`src/rtl/mlc_pkg.sv`:
```
package mlc_pkg;
  typedef enum logic [1:0] {
    SRC_SECURE = 2'd0,
    SRC_OPEN   = 2'd1,
    SRC_EXT    = 2'd2,
    SRC_DEBUG  = 2'd3
  } src_e;
endpackage

```
`src/rtl/mlc_key_bank.sv`:
```
module mlc_key_bank #(
  parameter int WORD_W = 16,
  parameter int NWORDS = 8,
  localparam int IDX_W = $clog2(NWORDS),
  localparam int KEY_W = WORD_W * NWORDS
) (
  input  logic              clk,
  input  logic              rst_n,
  input  logic              wr_en,
  input  logic [IDX_W-1:0]  wr_idx,
  input  logic [WORD_W-1:0] wr_data,
  input  logic [KEY_W-1:0]  pwd,
  output logic              match,
  output logic              blank
);
  logic [KEY_W-1:0] key_flat;

  for (genvar g = 0; g < NWORDS; g++) begin : g_word
    logic [WORD_W-1:0] word_q;
    logic              word_ce;

    assign word_ce = wr_en && (wr_idx == IDX_W'(g));

    always_ff @(posedge clk or negedge rst_n) begin
      if (!rst_n)       word_q <= '0;
      else if (word_ce) word_q <= wr_data;
    end

    assign key_flat[g*WORD_W +: WORD_W] = word_q;
  end

  assign match = (key_flat == pwd);
  assign blank = &pwd;
endmodule

```
`src/rtl/mlc_seq.sv`:
```
module mlc_seq #(
  parameter int NWORDS = 8,
  localparam int IDX_W = $clog2(NWORDS)
) (
  input  logic             clk,
  input  logic             rst_n,
  input  logic             key_wr,
  input  logic             rd_en,
  input  logic [IDX_W-1:0] rd_idx,
  input  logic             force_lock,
  input  logic             match,
  output logic             unlocked
);
  logic [NWORDS-1:0] seen_q, seen_d, seen_hit;
  logic              unl_q, unl_d;

  always_comb begin
    seen_hit = seen_q | (NWORDS'(1) << rd_idx);
    seen_d   = seen_q;
    unl_d    = unl_q;
    if (force_lock) begin
      seen_d = '0;
      unl_d  = 1'b0;
    end else if (key_wr) begin
      seen_d = '0;
    end else if (rd_en) begin
      if (&seen_hit) begin
        seen_d = '0;
        unl_d  = match;
      end else begin
        seen_d = seen_hit;
      end
    end
  end

  always_ff @(posedge clk or negedge rst_n) begin
    if (!rst_n) begin
      seen_q <= '0;
      unl_q  <= 1'b0;
    end else begin
      seen_q <= seen_d;
      unl_q  <= unl_d;
    end
  end

  assign unlocked = unl_q;
endmodule

```
`src/rtl/mlc_gate.sv`:
```
module mlc_gate
  import mlc_pkg::*;
#(
  parameter int WORD_W = 16,
  parameter int NREG   = 3,
  localparam int REG_W = $clog2(NREG + 1)
) (
  input  logic              secure,
  input  logic              acc_valid,
  input  logic [1:0]        acc_src,
  input  logic [REG_W-1:0]  acc_region,
  input  logic              acc_we,
  input  logic [WORD_W-1:0] mem_rdata,
  output logic [WORD_W-1:0] acc_rdata,
  output logic              mem_re,
  output logic              mem_we
);
  logic prot, allow;
  src_e src;

  always_comb begin
    src       = src_e'(acc_src);
    prot      = (32'(acc_region) < NREG);
    allow     = !prot || !secure || (src == SRC_SECURE);
    mem_re    = acc_valid && !acc_we && allow;
    mem_we    = acc_valid && acc_we && allow;
    acc_rdata = mem_re ? mem_rdata : '0;
  end
endmodule

```
`src/rtl/mlc_lock_ctrl.sv`:
```
module mlc_lock_ctrl #(
  parameter int WORD_W = 16,
  parameter int NWORDS = 8,
  parameter int NREG   = 3,
  localparam int IDX_W = $clog2(NWORDS),
  localparam int KEY_W = WORD_W * NWORDS,
  localparam int REG_W = $clog2(NREG + 1)
) (
  input  logic              clk,
  input  logic              rst_n,
  input  logic              kw_en,
  input  logic [IDX_W-1:0]  kw_idx,
  input  logic [WORD_W-1:0] kw_data,
  input  logic              pr_en,
  input  logic [IDX_W-1:0]  pr_idx,
  output logic [WORD_W-1:0] pr_rdata,
  input  logic              lock_req,
  input  logic [KEY_W-1:0]  pwd_nv,
  input  logic              acc_valid,
  input  logic [1:0]        acc_src,
  input  logic [REG_W-1:0]  acc_region,
  input  logic              acc_we,
  input  logic [WORD_W-1:0] mem_rdata,
  output logic [WORD_W-1:0] acc_rdata,
  output logic              mem_re,
  output logic              mem_we,
  output logic              secure_o,
  output logic [NREG-1:0]   region_open,
  output logic              dbg_open
);
  logic match, blank, unlocked;

  mlc_key_bank #(.WORD_W(WORD_W), .NWORDS(NWORDS)) u_keys (
    .clk(clk), .rst_n(rst_n), .wr_en(kw_en), .wr_idx(kw_idx),
    .wr_data(kw_data), .pwd(pwd_nv), .match(match), .blank(blank)
  );

  mlc_seq #(.NWORDS(NWORDS)) u_seq (
    .clk(clk), .rst_n(rst_n), .key_wr(kw_en), .rd_en(pr_en),
    .rd_idx(pr_idx), .force_lock(lock_req), .match(match),
    .unlocked(unlocked)
  );

  assign secure_o    = !(unlocked || blank);
  assign region_open = {NREG{!secure_o}};
  assign dbg_open    = !secure_o;
  assign pr_rdata    = (pr_en && !secure_o) ? pwd_nv[pr_idx*WORD_W +: WORD_W] : '0;

  mlc_gate #(.WORD_W(WORD_W), .NREG(NREG)) u_gate (
    .secure(secure_o), .acc_valid(acc_valid), .acc_src(acc_src),
    .acc_region(acc_region), .acc_we(acc_we), .mem_rdata(mem_rdata),
    .acc_rdata(acc_rdata), .mem_re(mem_re), .mem_we(mem_we)
  );
endmodule

```
`config.mk`:
```
export PLATFORM = sky130hd
export DESIGN_NAME = mlc_lock_ctrl
export DESIGN_NICKNAME = d
export VERILOG_FILES = /design/src/rtl/mlc_pkg.sv /design/src/rtl/mlc_key_bank.sv /design/src/rtl/mlc_seq.sv /design/src/rtl/mlc_gate.sv /design/src/rtl/mlc_lock_ctrl.sv
export SDC_FILE = /design/constraint.sdc
export NUM_CORES = 1
export LEC_CHECK = 0
export ABC_AREA = 1
export CAP_MARGIN = 20
export CORE_ASPECT_RATIO = 1.1
export CORE_MARGIN = 10
export CORE_UTILIZATION = 39
export CTS_BUF_LIST = sky130_fd_sc_hd__clkbuf_2
export CTS_CLUSTER_SIZE = 16
export DETAILED_ROUTE_END_ITERATION = 6
export PLACE_DENSITY = 0.65
export SLEW_MARGIN = 20
export SYNTH_ARGS = -nofsm -noshare
export SYNTH_HDL_FRONTEND = slang
export SYNTH_SLANG_ARGS = --single-unit
```
`constraint.sdc`:
```
create_clock -name clk -period 5 [get_ports clk]
set_input_delay 1.5 -clock clk [delete_from_list [all_inputs] [get_ports clk]]
set_output_delay 1.5 -clock clk [all_outputs]
set_load 0.005 [all_outputs]
```
==> metrics.cfg <==
[route]
wirelength_mm=42.68
drc=0
ant_nets=0
viasPerCell=4.904
via_count=10540
drt_pass1_iterations=5
drtIter0Drc=1053
wire_per_inst_um=19.86

[clocking]
numCtsBuffers=17
clk_latency_ps=790
path_clk_slew_ps=230
clockRootBuffer=clkbuf_2
ctsHoldBuffers=0
clk_path_buf_depth=2
cts_tree=done
cts_sinks=137
htree_levels=4

[grt]
grt_max_degree=77
grt_overflow_total=0
gr-usage-met1_pct=33.79
grt_antenna_before_repair=2
grt_use_total_pct=27.50
grt_pass1_wl_mm=62.78
grt.busiest_layer=met2
grt_pass1_vias=10520
grt_util_met2_pct=46.04
grtUsageMet3_pct=5.585

[setup_path]
cp_num_buf_inv=3
required_ps=3500
cp_max_fo=3
path_cells=clkdlybuf4s50_1, nand2_1, nor2_2, nand2_1, nor2_1, nand2_1, nor2_1, nand2_1, nand2_2, nand2_4, buf_4, nor2_4, dlygate4sd2_1
cp_common_cell=nand2_1
critPathSlowestCell=clkdlybuf4s50_1
worstPathArrival_ps=3430
max_stage_delay_ps=510
crit_family=simple AND/OR/NAND/NOR gates
cp-end-kind=output pin
path_class=input port to output pin
critical_path.startpoint_type=input port

[floorplan]
core_mm2=0.02300
die_x_um=166.1
ioPinCount=216
initial_utilization_pct=39.79
design.die.area_mm2=0.03000
rows=58
die_h_um=180.7

[placed_design]
io_buffers=215
gp_congestion=1.035
dpl_cell_area_mm2=0.01293
place_hpwl_mm=33.66

[timing]
period_share_pct=98.54
slew_headroom_pct=27.68
final_hold_viol_count=0
clock.fmax_mhz=203.0
tns_ps=0
worstMarginPinSlew_ps=1082
setup_viol=0
slew_violations=0
fin_crit_ps=4927
worst_clock_skew_ps=53.01

[power_and_ir_drop]
finalPower_uw=3230
powerDensity_mw_per_mm2=241.8
power_leakage_uw=0.007263
ir_worst_vdd_mv=0.1581

[run]
drv_cap=0

[layout]
design_area_mm2=0.01336
layout.nets=2012
final_common_cell=nand2_1
drive_gt1_share_pct=16.72
layout_common_cells=564 x nand2_1, 239 x inv_1, 181 x buf_4
area_growth_pct=45.97

[logic_synthesis]
yosysWarnings=0
synth_cell_types=34
synthCells=1457
synth_area_mm2=0.009153
synth-seq-cells=137
ys_seq_area_share_pct=37.46
synthesis.nets=1634
syn_area_per_cell_um2=6.282

[status]
outcome=finished clean

[min_path]
worstHoldPathType=flip-flop to flip-flop

[worst min-delay path: cells and delay by family, from the launching register on]
kind               cells  cell delay, ps
DFF                    1             400
and+or+nand+nor        1              50
AOI/OAI and AO/OA      1              70
[sequential cells by signal (all words and copies together), names as in the netlist]
signal / cells
u_seq.seen_q: 8
u_seq.unlocked: 1
u_keys.g_word.word_q: 128
[layout make-up]
type	instances	area, um^2
Clock buffer	19	95.09
Multi-Input combinational cell	1025	4738
Sequential cell	137	3428
Clock inverter	13	145.1
Timing Repair Buffer	403	3633
Tap cell	300	375.4
Fill cell	2330	9644
Inverter	251	942.2
Antenna cell	1	2.502
[cell usage after synthesis (all sizes together)]
cell type / n / share of area (%)
a31oi: 8 / 0.55
o31ai: 4 / 0.33
xnor2: 37 / 3.5
o21ai: 148 / 8.1
nor3b: 1 / 0.082
xor2: 6 / 0.57
inv: 251 / 10
a22oi: 2 / 0.16
a21oi: 20 / 1.1
o211ai: 7 / 0.57
nor3: 17 / 0.93
nand4: 12 / 0.82
buf: 16 / 1.3
dfrtp: 137 / 37
o41a: 1 / 0.12
nand3b: 1 / 0.082
nand3: 16 / 0.93
o2111ai: 5 / 0.48
o221ai: 4 / 0.38
nand2: 576 / 24
nor2: 149 / 6.4
o22ai: 9 / 0.62
o21a: 1 / 0.082
clkbuf: 28 / 1.1
o21bai: 1 / 0.082
[cells by family after synthesis]
family / share of synthesized area (%)
AOI/OAI and AO/OA: 12.56
buffers and inverters: 12.74
DFF: 37.46
xor gates and xnor gates: 4.115
and+or+nand+nor: 33.12
[path summary, 6_finish.rpt]
path                                             start                         end  slack, ps  depth (start not counted)
max in group asynchronous                        rst_n  u_keys.g_word[2].word_q[3]       3390                          2
min in group asynchronous                        rst_n             u_seq.seen_q[6]        730                          1
setup reg to reg           u_keys.g_word[1].word_q[11]              u_seq.unlocked       3140                         10
setup / recovery                            pwd_nv[65]                pr_rdata[13]         70                         13
hold / removal              u_keys.g_word[0].word_q[7]  u_keys.g_word[0].word_q[7]        530                          2
hold reg to reg             u_keys.g_word[0].word_q[7]  u_keys.g_word[0].word_q[7]        530                          2
[timing repair]
item,in CTS,in global routing
buffers inserted,2,0
cloned,1,0
endpoints found under the setup margin,39,35
pin swaps,17,26
gates resized for setup,147,67
[per-stage QoR]
stage | instances | utilization [%] | setup WS, ps | hold WS (ps)
5_1_grt | 2149 | 58.08 | -12.28 | 548.6
2_1_floorplan | 1457 | - | 971.0 | 449.1
3_3_place_gp | 2114 | 56.22 | -543.0 | 472.1
3_5_place_dp | 2114 | 56.22 | -576.3 | 477.7
4_1_cts | 2148 | 57.44 | -30.16 | 523.7
6_report | 2149 | 58.08 | 73.20 | 531.8
[power by group]
| group | internal [uW] | leakage, uW | switching [uW] |
|---|---|---|---|
| clock | 237 | 0.000141 | 493 |
| sequential | 1310 | 0.00172 | 146 |
| combinational | 482 | 0.00540 | 566 |
[routing by layer]
metal / wire (um) / up-vias
li1: - / 5196
met1: 17890 / 4818
met2: 20220 / 441
met3: 2901 / 82
met4: 1645 / 2
met5: 13 / -
No activity file was read; power rests on OpenSTA's default activity.
